**src/rtl/sdf_pkg.sv**
```systemverilog
package sdf_pkg;
  typedef enum logic [3:0] {
    ST_IDENT = 4'd0,
    ST_DATA  = 4'd1,
    ST_RX    = 4'd2,
    ST_TX    = 4'd3
  } eng_state_t;

  localparam int FLD_W     = 5;
  localparam int LVL_LSB   = 4;
  localparam int WTH_LSB   = 9;
  localparam int RTH_LSB   = 14;
  localparam int FORCE_BIT = 19;
  localparam int STS_W     = 11;
  localparam int STS_AVAIL = 0;
  localparam int STS_FERR  = 3;
  localparam int STS_BLK   = 9;
  localparam logic [FLD_W-1:0] THR_RESET = 5'd4;
endpackage

```
**src/rtl/sdf_store.sv**
```systemverilog
module sdf_store #(
  parameter int W     = 32,
  parameter int DEPTH = 16,
  localparam int AW   = $clog2(DEPTH),
  localparam int LW   = $clog2(DEPTH + 1)
) (
  input  logic          clk,
  input  logic          rst_n,
  input  logic          push,
  input  logic [W-1:0]  push_data,
  input  logic          pop,
  output logic [W-1:0]  head,
  output logic [LW-1:0] level,
  output logic          full,
  output logic          empty
);
  logic [W-1:0]  mem [DEPTH];
  logic [AW-1:0] wr_ptr, rd_ptr, wr_nxt, rd_nxt;
  logic          do_push, do_pop;

  assign full    = (level == LW'(DEPTH));
  assign empty   = (level == '0);
  assign do_push = push && !full;
  assign do_pop  = pop && !empty;
  assign head    = mem[rd_ptr];

  generate
    if ((DEPTH & (DEPTH - 1)) == 0) begin : g_pow2_wrap
      assign wr_nxt = wr_ptr + 1'b1;
      assign rd_nxt = rd_ptr + 1'b1;
    end else begin : g_cmp_wrap
      assign wr_nxt = (wr_ptr == AW'(DEPTH - 1)) ? '0 : wr_ptr + 1'b1;
      assign rd_nxt = (rd_ptr == AW'(DEPTH - 1)) ? '0 : rd_ptr + 1'b1;
    end
  endgenerate

  always_ff @(posedge clk) begin
    if (do_push) mem[wr_ptr] <= push_data;
  end

  always_ff @(posedge clk or negedge rst_n) begin
    if (!rst_n) begin
      wr_ptr <= '0;
      rd_ptr <= '0;
      level  <= '0;
    end else begin
      if (do_push) wr_ptr <= wr_nxt;
      if (do_pop)  rd_ptr <= rd_nxt;
      if (do_push && !do_pop)      level <= level + 1'b1;
      else if (do_pop && !do_push) level <= level - 1'b1;
    end
  end

  // level bounded by capacity
  assert_level_bound_R1: assert property (@(posedge clk) disable iff (!rst_n)
    level <= LW'(DEPTH));

  // level moves by at most one word per cycle
  assert_level_step_R1: assert property (@(posedge clk) disable iff (!rst_n)
    (level == $past(level)) || (level == $past(level) + 1'b1) ||
    (level == $past(level) - 1'b1));
endmodule

```
**src/rtl/sdf_blk_ctr.sv**
```systemverilog
module sdf_blk_ctr #(
  parameter int BW         = 32,
  parameter int CW         = 9,
  parameter int WORD_BYTES = 4
) (
  input  logic          clk,
  input  logic          rst_n,
  input  logic          load,
  input  logic          abort,
  input  logic [BW-1:0] bytes_in,
  input  logic [CW-1:0] count_in,
  input  logic          word_tick,
  output logic          blk_done,
  output logic          xfer_end
);
  logic [BW-1:0] bytes_lat, byte_cnt;
  logic [CW-1:0] blks_left;
  logic [BW:0]   next_sum;

  assign next_sum = {1'b0, byte_cnt} + (BW + 1)'(WORD_BYTES);
  assign blk_done = word_tick && (blks_left != '0) && (next_sum >= {1'b0, bytes_lat});
  assign xfer_end = blk_done && (blks_left == CW'(1));

  always_ff @(posedge clk or negedge rst_n) begin
    if (!rst_n) begin
      bytes_lat <= '0;
      byte_cnt  <= '0;
      blks_left <= '0;
    end else if (load) begin
      bytes_lat <= bytes_in;
      byte_cnt  <= '0;
      blks_left <= count_in;
    end else if (abort) begin
      byte_cnt  <= '0;
      blks_left <= '0;
    end else if (blk_done) begin
      byte_cnt  <= '0;
      blks_left <= blks_left - 1'b1;
    end else if (word_tick && blks_left != '0) begin
      byte_cnt  <= next_sum[BW-1:0];
    end
  end

  // a finished block restarts the byte count
  assert_blk_restart_R6: assert property (@(posedge clk) disable iff (!rst_n)
    blk_done && !load |=> byte_cnt == '0);

  // the last block leaves nothing outstanding
  assert_last_blk_R7: assert property (@(posedge clk) disable iff (!rst_n)
    xfer_end && !load |=> blks_left == '0);
endmodule

```
**src/rtl/sdf_ctl.sv**
```systemverilog
module sdf_ctl
  import sdf_pkg::*;
#(
  parameter int DEPTH = 16,
  localparam int LW   = $clog2(DEPTH + 1)
) (
  input  logic             clk,
  input  logic             rst_n,
  input  logic             ctl_wr_en,
  input  logic [31:0]      ctl_wdata,
  input  logic             xfer_start,
  input  logic             xfer_dir,
  input  logic             count_zero,
  input  logic             xfer_end,
  input  logic             blk_done,
  input  logic             ferr_set,
  input  logic             sts_clr_en,
  input  logic [STS_W-1:0] sts_clr_mask,
  input  logic [LW-1:0]    level,
  output eng_state_t       state,
  output logic [FLD_W-1:0] rthr,
  output logic [FLD_W-1:0] wthr,
  output logic             start_ok,
  output logic             force_dm,
  output logic [STS_W-1:0] sts
);
  logic ferr_q, blk_q, avail, busy;
  logic [LW-1:0] free_words;
  logic unused_ctl_bits;

  assign unused_ctl_bits = ^{ctl_wdata[31:FORCE_BIT+1], ctl_wdata[WTH_LSB-1:0],
                             sts_clr_mask[STS_W-1:STS_BLK+1],
                             sts_clr_mask[STS_BLK-1:STS_FERR+1],
                             sts_clr_mask[STS_FERR-1:0]};

  assign busy       = (state == ST_RX) || (state == ST_TX);
  assign force_dm   = ctl_wr_en && ctl_wdata[FORCE_BIT];
  assign start_ok   = xfer_start && !busy && !force_dm;
  assign free_words = LW'(DEPTH) - level;

  always_comb begin
    unique case (state)
      ST_RX:   avail = (32'(level) >= 32'(rthr));
      ST_TX:   avail = (32'(free_words) >= 32'(wthr));
      default: avail = 1'b0;
    endcase
  end

  always_comb begin
    sts            = '0;
    sts[STS_AVAIL] = avail;
    sts[STS_FERR]  = ferr_q;
    sts[STS_BLK]   = blk_q;
  end

  always_ff @(posedge clk or negedge rst_n) begin
    if (!rst_n) begin
      state  <= ST_IDENT;
      rthr   <= THR_RESET;
      wthr   <= THR_RESET;
      ferr_q <= 1'b0;
      blk_q  <= 1'b0;
    end else begin
      if (ctl_wr_en) begin
        wthr <= ctl_wdata[WTH_LSB +: FLD_W];
        rthr <= ctl_wdata[RTH_LSB +: FLD_W];
      end
      if (force_dm)      state <= ST_DATA;
      else if (start_ok) state <= count_zero ? ST_DATA : (xfer_dir ? ST_RX : ST_TX);
      else if (xfer_end) state <= ST_DATA;

      if (ferr_set)                                ferr_q <= 1'b1;
      else if (sts_clr_en && sts_clr_mask[STS_FERR]) ferr_q <= 1'b0;
      if (blk_done)                                blk_q <= 1'b1;
      else if (sts_clr_en && sts_clr_mask[STS_BLK])  blk_q <= 1'b0;
    end
  end

  // forcing data mode takes effect on the next cycle
  assert_force_dm_R8: assert property (@(posedge clk) disable iff (!rst_n)
    force_dm |=> state == ST_DATA);

  // the error bit stays set until cleared
  assert_ferr_sticky_R4: assert property (@(posedge clk) disable iff (!rst_n)
    ferr_q && !(sts_clr_en && sts_clr_mask[STS_FERR]) |=> ferr_q);

  // a start during a transfer leaves the state alone
  assert_start_ignored_R10: assert property (@(posedge clk) disable iff (!rst_n)
    xfer_start && busy && !force_dm && !xfer_end |=> state == $past(state));
endmodule

```
**src/rtl/sd_data_fifo.sv**
```systemverilog
module sd_data_fifo
  import sdf_pkg::*;
#(
  parameter int DATA_W  = 32,
  parameter int DEPTH   = 16,
  parameter int BYTES_W = 32,
  parameter int BLKS_W  = 9
) (
  input  logic               clk,
  input  logic               rst_n,
  input  logic               bus_wr_en,
  input  logic [DATA_W-1:0]  bus_wr_data,
  input  logic               bus_rd_en,
  output logic [DATA_W-1:0]  bus_rd_data,
  input  logic               card_in_valid,
  output logic               card_in_ready,
  input  logic [DATA_W-1:0]  card_in_data,
  output logic               card_out_valid,
  input  logic               card_out_ready,
  output logic [DATA_W-1:0]  card_out_data,
  input  logic               ctl_wr_en,
  input  logic [31:0]        ctl_wdata,
  output logic [31:0]        ctl_rdata,
  input  logic [BYTES_W-1:0] blk_bytes,
  input  logic [BLKS_W-1:0]  blk_count,
  input  logic               xfer_start,
  input  logic               xfer_dir,
  input  logic               sts_clr_en,
  input  logic [STS_W-1:0]   sts_clr_mask,
  output logic [STS_W-1:0]   sts
);
  localparam int LW         = $clog2(DEPTH + 1);
  localparam int WORD_BYTES = DATA_W / 8;

  eng_state_t        state;
  logic [LW-1:0]     level;
  logic [FLD_W-1:0]  rthr, wthr;
  logic              full, empty, push, pop, in_rx, in_tx;
  logic              in_hs, out_hs, word_tick, ferr_set;
  logic              start_ok, force_dm, blk_done, xfer_end;
  logic [DATA_W-1:0] push_data, head;

  assign in_rx          = (state == ST_RX);
  assign in_tx          = (state == ST_TX);
  assign card_in_ready  = in_rx && !full;
  assign card_out_valid = in_tx && !empty;
  assign in_hs          = card_in_valid && card_in_ready;
  assign out_hs         = card_out_valid && card_out_ready;
  assign word_tick      = in_hs || out_hs;

  assign push      = in_rx ? in_hs : bus_wr_en;
  assign push_data = in_rx ? card_in_data : bus_wr_data;
  assign pop       = in_tx ? out_hs : bus_rd_en;
  assign ferr_set  = (bus_wr_en && (in_rx || full)) || (bus_rd_en && (in_tx || empty));

  assign bus_rd_data   = head;
  assign card_out_data = head;
  assign ctl_rdata     = {12'b0, 1'b0, rthr, wthr, FLD_W'(level), state};

  sdf_store #(.W(DATA_W), .DEPTH(DEPTH)) u_store (
    .clk, .rst_n, .push, .push_data, .pop, .head, .level, .full, .empty
  );

  sdf_blk_ctr #(.BW(BYTES_W), .CW(BLKS_W), .WORD_BYTES(WORD_BYTES)) u_blk (
    .clk, .rst_n, .load(start_ok), .abort(force_dm), .bytes_in(blk_bytes),
    .count_in(blk_count), .word_tick, .blk_done, .xfer_end
  );

  sdf_ctl #(.DEPTH(DEPTH)) u_ctl (
    .clk, .rst_n, .ctl_wr_en, .ctl_wdata, .xfer_start, .xfer_dir,
    .count_zero(blk_count == '0), .xfer_end, .blk_done, .ferr_set,
    .sts_clr_en, .sts_clr_mask, .level, .state, .rthr, .wthr,
    .start_ok, .force_dm, .sts
  );

  // an accepted card word without a pop raises the level by one
  assert_card_push_R5: assert property (@(posedge clk) disable iff (!rst_n)
    in_hs && !pop |=> level == $past(level) + 1'b1);

  // a refused bus write leaves the level unchanged
  assert_no_overflow_R4: assert property (@(posedge clk) disable iff (!rst_n)
    bus_wr_en && full && !pop |=> level == $past(level));
endmodule

```
**config.mk**
```make
export PLATFORM = sky130hd
export DESIGN_NAME = sd_data_fifo
export DESIGN_NICKNAME = d
export VERILOG_FILES = /design/src/rtl/sdf_pkg.sv /design/src/rtl/sdf_store.sv /design/src/rtl/sdf_blk_ctr.sv /design/src/rtl/sdf_ctl.sv /design/src/rtl/sd_data_fifo.sv
export SDC_FILE = /design/constraint.sdc
export NUM_CORES = 1
export LEC_CHECK = 0
export BUFFER_PORTS_ARGS = -buffer_cell sky130_fd_sc_hd__buf_2
export CORE_MARGIN = 3
export CORE_UTILIZATION = 53
export CTS_CLUSTER_DIAMETER = 40
export CTS_CLUSTER_SIZE = 40
export DETAILED_ROUTE_END_ITERATION = 16
export GPL_TIMING_DRIVEN = 0
export PLACE_DENSITY = 0.76
export REMOVE_ABC_BUFFERS = 1
export SLEW_MARGIN = 20
export SYNTH_ARGS = -nofsm -noshare
export SYNTH_HDL_FRONTEND = slang
export SYNTH_SLANG_ARGS = --single-unit
```
**constraint.sdc**
```tcl
create_clock -name clk -period 3.6 [get_ports clk]
set_clock_uncertainty 0.2 [all_clocks]
set_input_delay 0.72 -clock clk [delete_from_list [all_inputs] [get_ports clk]]
set_output_delay 0.72 -clock clk [all_outputs]
set_load 0.01 [all_outputs]
```
* Yosys cells after proc, flatten, opt, wreduce, memory -nomap -nowiden
Memory sizes are Yosys's and may differ from the RTL's.
Cells that the tools add are included.
** Cells by class
- $add $sub $neg :: 7
- $mul :: 0
- Div/mod/pow operators :: 0
- Magnitude comparators :: 3
- Equal/unequal tests :: 4
- Shift-type cells :: 0
- Multiplexer cells :: 24
- Bitwise operators :: 0
- Reductions and logical operators :: 38
** Operators by type and width (count)
- 32-bit 2-to-1 mux :: 5
- 32-bit by 3-bit adder with 33-bit output, second input constant :: 1
- 33-bit by 32-bit greater-or-equal comparator with 1-bit output :: 1
- 9-bit 2-to-1 mux :: 3
- 1-bit logical AND :: 18
- 4-bit 2-to-1 mux :: 4
- 5-bit greater-or-equal comparator :: 2
- 5-bit 2-to-1 mux :: 2
- 9-bit by 1-bit equality test with 1-bit output, second input constant :: 1
- 9-bit logical NOT :: 1
- 1-bit 2-to-1 mux :: 9
- 9-bit nonzero test :: 1
- 9-bit by 1-bit subtractor with 9-bit output, second input constant :: 1
- 4-bit by 1-bit adder with 4-bit output, second input constant :: 2
- 4-bit by 2-bit equality test with 1-bit output, second input constant :: 2
- 1-bit logical NOT :: 6
- 2-bit nonzero test :: 3
- 3-bit nonzero test :: 2
- 5-bit by 1-bit adder with 5-bit output, second input constant :: 1
- 5-bit equality test, second input constant :: 1
- 5-bit logical NOT :: 1
- 1-bit logical OR :: 5
- 5-bit by 1-bit subtractor with 5-bit output, second input constant :: 1
- 5-bit subtractor, first input constant :: 1
- other kinds (2) :: 2
** Storage, ports and cells
- Register bits :: 102
- Bits in latches :: 0
- RAM bits :: 512
- ROM bits :: 0
- Input port bits :: 158
- Output and inout bits :: 109
- Logic and storage cells :: 88
- Memories kept :: 1
** Memory list
- u_store.mem :: words 16, bits a word 32, read ports 1, clocked after memory_dff 0, wr ports 1, RTL line sdf_store.sv:17 : logic [W-1:0] mem [DEPTH];

* Longest topological paths before layout
- Depth after elaboration :: 11
- Gate-level depth with buffers :: 18

* By module
From an unflattened synthesis, not the netlist that was laid out.
** Unflattened totals
- Cell total of the unflattened synthesis :: 1676
- Area total of the unflattened synthesis :: 26553.0 um2
** By module, submodules not included
- sdf_store :: instances 1, cells an instance 1009, area an instance 20408.3 um2, seq. area each 15700.1 um2
- sdf_blk_ctr :: instances 1, cells an instance 467, area an instance 4345.4 um2, seq. area each 1776.7 um2
- sdf_ctl :: instances 1, cells an instance 104, area an instance 948.4 um2, seq. area each 352.8 um2
- sd_data_fifo :: instances 1, cells an instance 96, area an instance 850.8 um2, seq. area each 0.0 um2

* Worst setup path before layout
Ideal clock, no wire load.
- Path kind :: flip-flop to flip-flop
- Start point :: register u_blk.byte_cnt[6]
- End point :: register u_blk.blks_left[5]
- Arrival :: 3.466 ns
- Data required time :: 3.274 ns
- Slack :: -0.192 ns
- Stages on the path, launching flop included :: 15
- Buffers on the path :: 2
- Clock period less this slack :: 3.792 ns
- Path through :: dfrtp_1 -> buf_2 -> and4_2 -> nand4_1 -> or4_1 -> nor3_1 -> xor2_1 -> ha_1 -> nand3_1 -> o311a_1 -> and3_2 -> a21oi_2 -> buf_4 -> nand4_1 -> o311a_1
** On the way
- Cells in the longest elaborated chain, start to end :: 4
** RTL lines
- start, declared :: RTL line sdf_blk_ctr.sv:16 : logic [BW-1:0] bytes_lat, byte_cnt;
- start signal, assigned :: RTL line sdf_blk_ctr.sv:40 : byte_cnt <= next_sum[BW-1:0];
- 32-bit by 3-bit adder with 33-bit output :: RTL line sdf_blk_ctr.sv:20 : assign next_sum = {1'b0, byte_cnt} + (BW + 1)'(WORD_BYTES);
- 33-bit by 32-bit greater-or-equal comparator with 1-bit output :: RTL line sdf_blk_ctr.sv:21 : assign blk_done = word_tick && (blks_left != '0) && (next_sum >= {1'b0, bytes_lat});
- 1-bit logical AND :: RTL line sdf_blk_ctr.sv:21
- 3-bit nonzero test (no source line)
- end signal, assigned :: RTL line sdf_blk_ctr.sv:32 : blks_left <= count_in;
- end signal, assigned :: RTL line sdf_blk_ctr.sv:38 : blks_left <= blks_left - 1'b1;
- end, declared :: RTL line sdf_blk_ctr.sv:17 : logic [CW-1:0] blks_left;
No other way between the ends.
A chain may end at the register's enable or synchronous reset.

* Worst setup path after layout
- Start point :: register u_blk.byte_cnt[19]
- End point :: register u_ctl.state[0]
** On the way
- Cells in the longest elaborated chain, start to end :: 5
** RTL lines
- 32-bit by 3-bit adder with 33-bit output :: RTL line sdf_blk_ctr.sv:20
- 33-bit by 32-bit greater-or-equal comparator with 1-bit output :: RTL line sdf_blk_ctr.sv:21
- 1-bit logical AND :: RTL line sdf_blk_ctr.sv:21
- 1-bit logical AND :: RTL line sdf_blk_ctr.sv:22 : assign xfer_end = blk_done && (blks_left == CW'(1));
- 3-bit nonzero test (no source line)
- end signal, assigned :: RTL line sdf_ctl.sv:69 : else if (start_ok) state <= count_zero ? ST_DATA : (xfer_dir ? ST_RX : ST_TX);
- end, declared :: RTL line sdf_ctl.sv:20 : output eng_state_t state,
No other way between the ends.

==> metrics <==
area of the core 48,100 µm²; failing checks negative setup slack; sequential area share after synthesis 68.4%; Pint 17,900 µW; Hold Crit Class in2reg; Final Util 67.5%; overflow left after global routing 0; hold wc startpoint blk_bytes[21]; clk_lat worst skew 620 ps; synthesized netlist cell count 1,490; vias in the first global route 16,000; drc violations 0; CP startpoint kind flop; Post-DP Area 28,000 µm²; Port Buffers 213; part of the power in registers 34.9%; RePlAce Congestion 0.836; Slew headroom 26.2%; WP data required 3900 ps; ant diodes 0; Worst-Margin Slew 1100 ps; flops & latches, synth 610; WL final 68,200 µm; Reg-to-Reg Start u_blk.byte_cnt[19]$_DFFE_PN0P_; final instance area 32,500 µm²; share of layout cells above drive strength 1 41.1%; Clk pwr share 29.2%; DP Wirelength 34,000 µm; die height 228 µm; Post-synth ARST share 16.1%; CTS clk-pin slew, worst paths 60 ps; pins over their slew limit 0; Synth area leaders edfxtp_1 (59%), mux4_2 (14%), dfrtp_1 (9.2%); Worst EP arrival 4160 ps; LEAKAGE 0.0119 µW; global-route wire length before repair 100,000 µm; CTS tree built; status finished with violations; NetSw 8380 µW; final hold vios 0; row cnt 80; largest net degree at the start of global routing 77; Fmax 260 MHz; Syn. warnings 0; RSZ-0062 raised after global routing true; CTS Buf Count 76; fin nets 2,018; number of distinct library cells after synthesis 69; post-route minimum period 3850 ps; WL/cell 27.0 µm; final period utilization 107%; total clock sinks 610; Layout area overhead 24.5%; final setup vio count 73; die width 228 µm; CTS max path bufs 3; Pwr Density 809 nW/µm²; antenna violations before repair 1; # IOs 267; Max FO, Critical Path 7; post-synth top area share 58.9%; DR vias/cell 6.08; overall die area 51,900 µm²; DRT Pass-1 Iters 6; Routed Antenna Nets 0; final setup margin -253 ps; Main synth FF type edfxtp_1; htree depth 3; CP endpoint kind flop; Avg Cell Area, Syn 17.5 µm²; Synth area leader edfxtp_1; number of max-cap violations 0; Comb pwr share 35.9%; Netlist Area Pre-Place 26,100 µm²; total global-route track usage 25.7%; Root Driver clkbuf_16; vias 15,400; Worst Setup SP u_blk.byte_cnt[19]$_DFFE_PN0P_; number of enable flip-flop cells after synthesis 512; reg2reg setup slack -250 ps; Crit Path Category reg2reg; DRT iter0 DRCs 1,696; starting density of the core 54.2%; maximum VDD drop 0.520 mV; Sw Ratio 31.9%
## stage by stage
| stage | setup TNS (ps) | setup WS (ps) | hold slack, ps | power (µW) | instances |
|---|---|---|---|---|---|
| 2_1_floorplan | -539150 | -3520 | 224 | 13900 | 1387 |
| 3_3_place_gp | -2789810 | -5680 | 257 | 15400 | 2256 |
| 3_5_place_dp | -28840 | -1000 | 260 | 16500 | 2280 |
| 4_1_cts | -4750 | -163 | 80.1 | 25800 | 2504 |
| 5_1_grt | -14350 | -371 | 96.6 | 27300 | 2523 |
| 6_report | -7590 | -253 | 108 | 26300 | 2523 |
## routing by layer
metal | wire length, µm | vias to the layer above | part of all wire [%] | track usage (%)
met1 | 25000 | 7839 | 37 | 33.1
li1 | - | 6441 | - | -
met5 | 13 | - | 0.019 | 0
met2 | 35600 | 906 | 52 | 44.2
met3 | 5570 | 163 | 8.2 | 5.51
met4 | 2050 | 2 | 3.0 | 7.74
## power by group through the flow
stage | clock [µW] | sequential [µW] | combinational [µW]
global route | 8020 | 9250 | 10000
detailed placement | 0 | 9400 | 7140
CTS | 7680 | 9140 | 8950
finish | 7670 | 9180 | 9430
floorplan | 0 | 9590 | 4290
global placement | 0 | 9810 | 5550
## kinds of logic after synthesis
logic type	count (synthesis)	synth area share, %
DFF	610	68.4
and+or+nand+nor	251	4.88
muxes	199	15.5
buffers and inverters	181	3.67
AOI/OAI and AO/OA	151	3.50
adders and majority gates	56	2.72
xor gates and xnor gates	41	1.38
other	1	0.0144
## repair_timing
action                                  CTS  global route
hold buffers                              1             0
pin swaps                                30            32
resized for setup                       104            82
setup buffers                            65            25
cloned                                   17             4
hold endpoints to repair                 22             0
endpoints found under the setup margin  108           102
## synthesized netlist by cell type (3+ instances only)
master / n
edfxtp_1: 512
mux4_2: 160
dfrtp_1: 96
nand2_1: 94
o21ai_0: 61
buf_4: 60
inv_1: 56
ha_1: 55
a21oi_1: 39
clkbuf_1: 39
mux2_2: 38
nand3_1: 36
xnor2_1: 30
nor2_1: 27
and2_1: 18
buf_1: 17
nand4_1: 17
nor3_1: 12
xor2_1: 11
a21o_1: 10
a31oi_1: 10
and3_1: 8
nor4_1: 5
buf_2: 4
nand2b_1: 4
nor3b_1: 4
o22a_1: 4
o311a_1: 4
a22o_1: 3
buf_6: 3
or3_1: 3
or4_1: 3
## cell type report
cell class / instances / area (µm²)
fillers: 2955 / 15700
inverters: 56 / 210
flip-flops and latches: 610 / 17900
repair buffers: 336 / 3180
clock buffers: 85 / 1950
well taps: 656 / 821
clock inverters: 56 / 648
multi-input cells: 724 / 7820
## critical path, stage by stage, from the launching register on
cell	delay (ps)
dfrtp_2	450
inv_1	110
or3_4	430
nor4_4	350
nand3_2	130
xnor2_1	160
ha_1	390
nand3_4	130
buf_6	140
nor4_4	240
a21bo_4	280
a21oi_4	210
buf_12	160
a41o_1	180
a2bb2oi_1	160
## layout by cell type (no fill, tap or decap), types with 21 or more instances in the layout
master / instances
edfxtp_1: 512
buf_2: 162
mux4_2: 160
nand2_1: 91
dfrtp_1: 82
clkbuf_16: 79
buf_6: 63
buf_4: 60
inv_1: 56
ha_1: 54
o21ai_0: 52
mux2_2: 38
a21oi_1: 34
buf_16: 26
xnor2_1: 24
nand3_1: 23
conb_1: 23
nor2_1: 21
## flip-flops by register name, indices dropped and copies added (netlist names), 2 cells and up
name / cells
u_blk.byte_cnt: 30
u_store.mem: 512
u_store.rd_ptr: 4
u_store.wr_ptr: 4
u_ctl.wthr: 5
u_ctl.rthr: 5
u_ctl.state: 2
u_store.level: 5
u_blk.bytes_lat: 32
u_blk.blks_left: 9
## path summary, 6_finish.rpt
kind / cells after the start / to
setup reg to reg: 14 / u_ctl.state[0]$_DFFE_PN0P_
max in group asynchronous: 3 / u_ctl.rthr[2]$_DFFE_PN1P_
setup / recovery: 14 / u_ctl.state[0]$_DFFE_PN0P_
hold reg to reg: 1 / u_ctl.blk_q$_DFFE_PN0P_
min in group asynchronous: 2 / u_blk.byte_cnt[18]$_DFFE_PN0P_
hold / removal: 3 / u_blk.bytes_lat[21]$_DFFE_PN0P_
No activity file was read; power rests on OpenSTA's default activity.
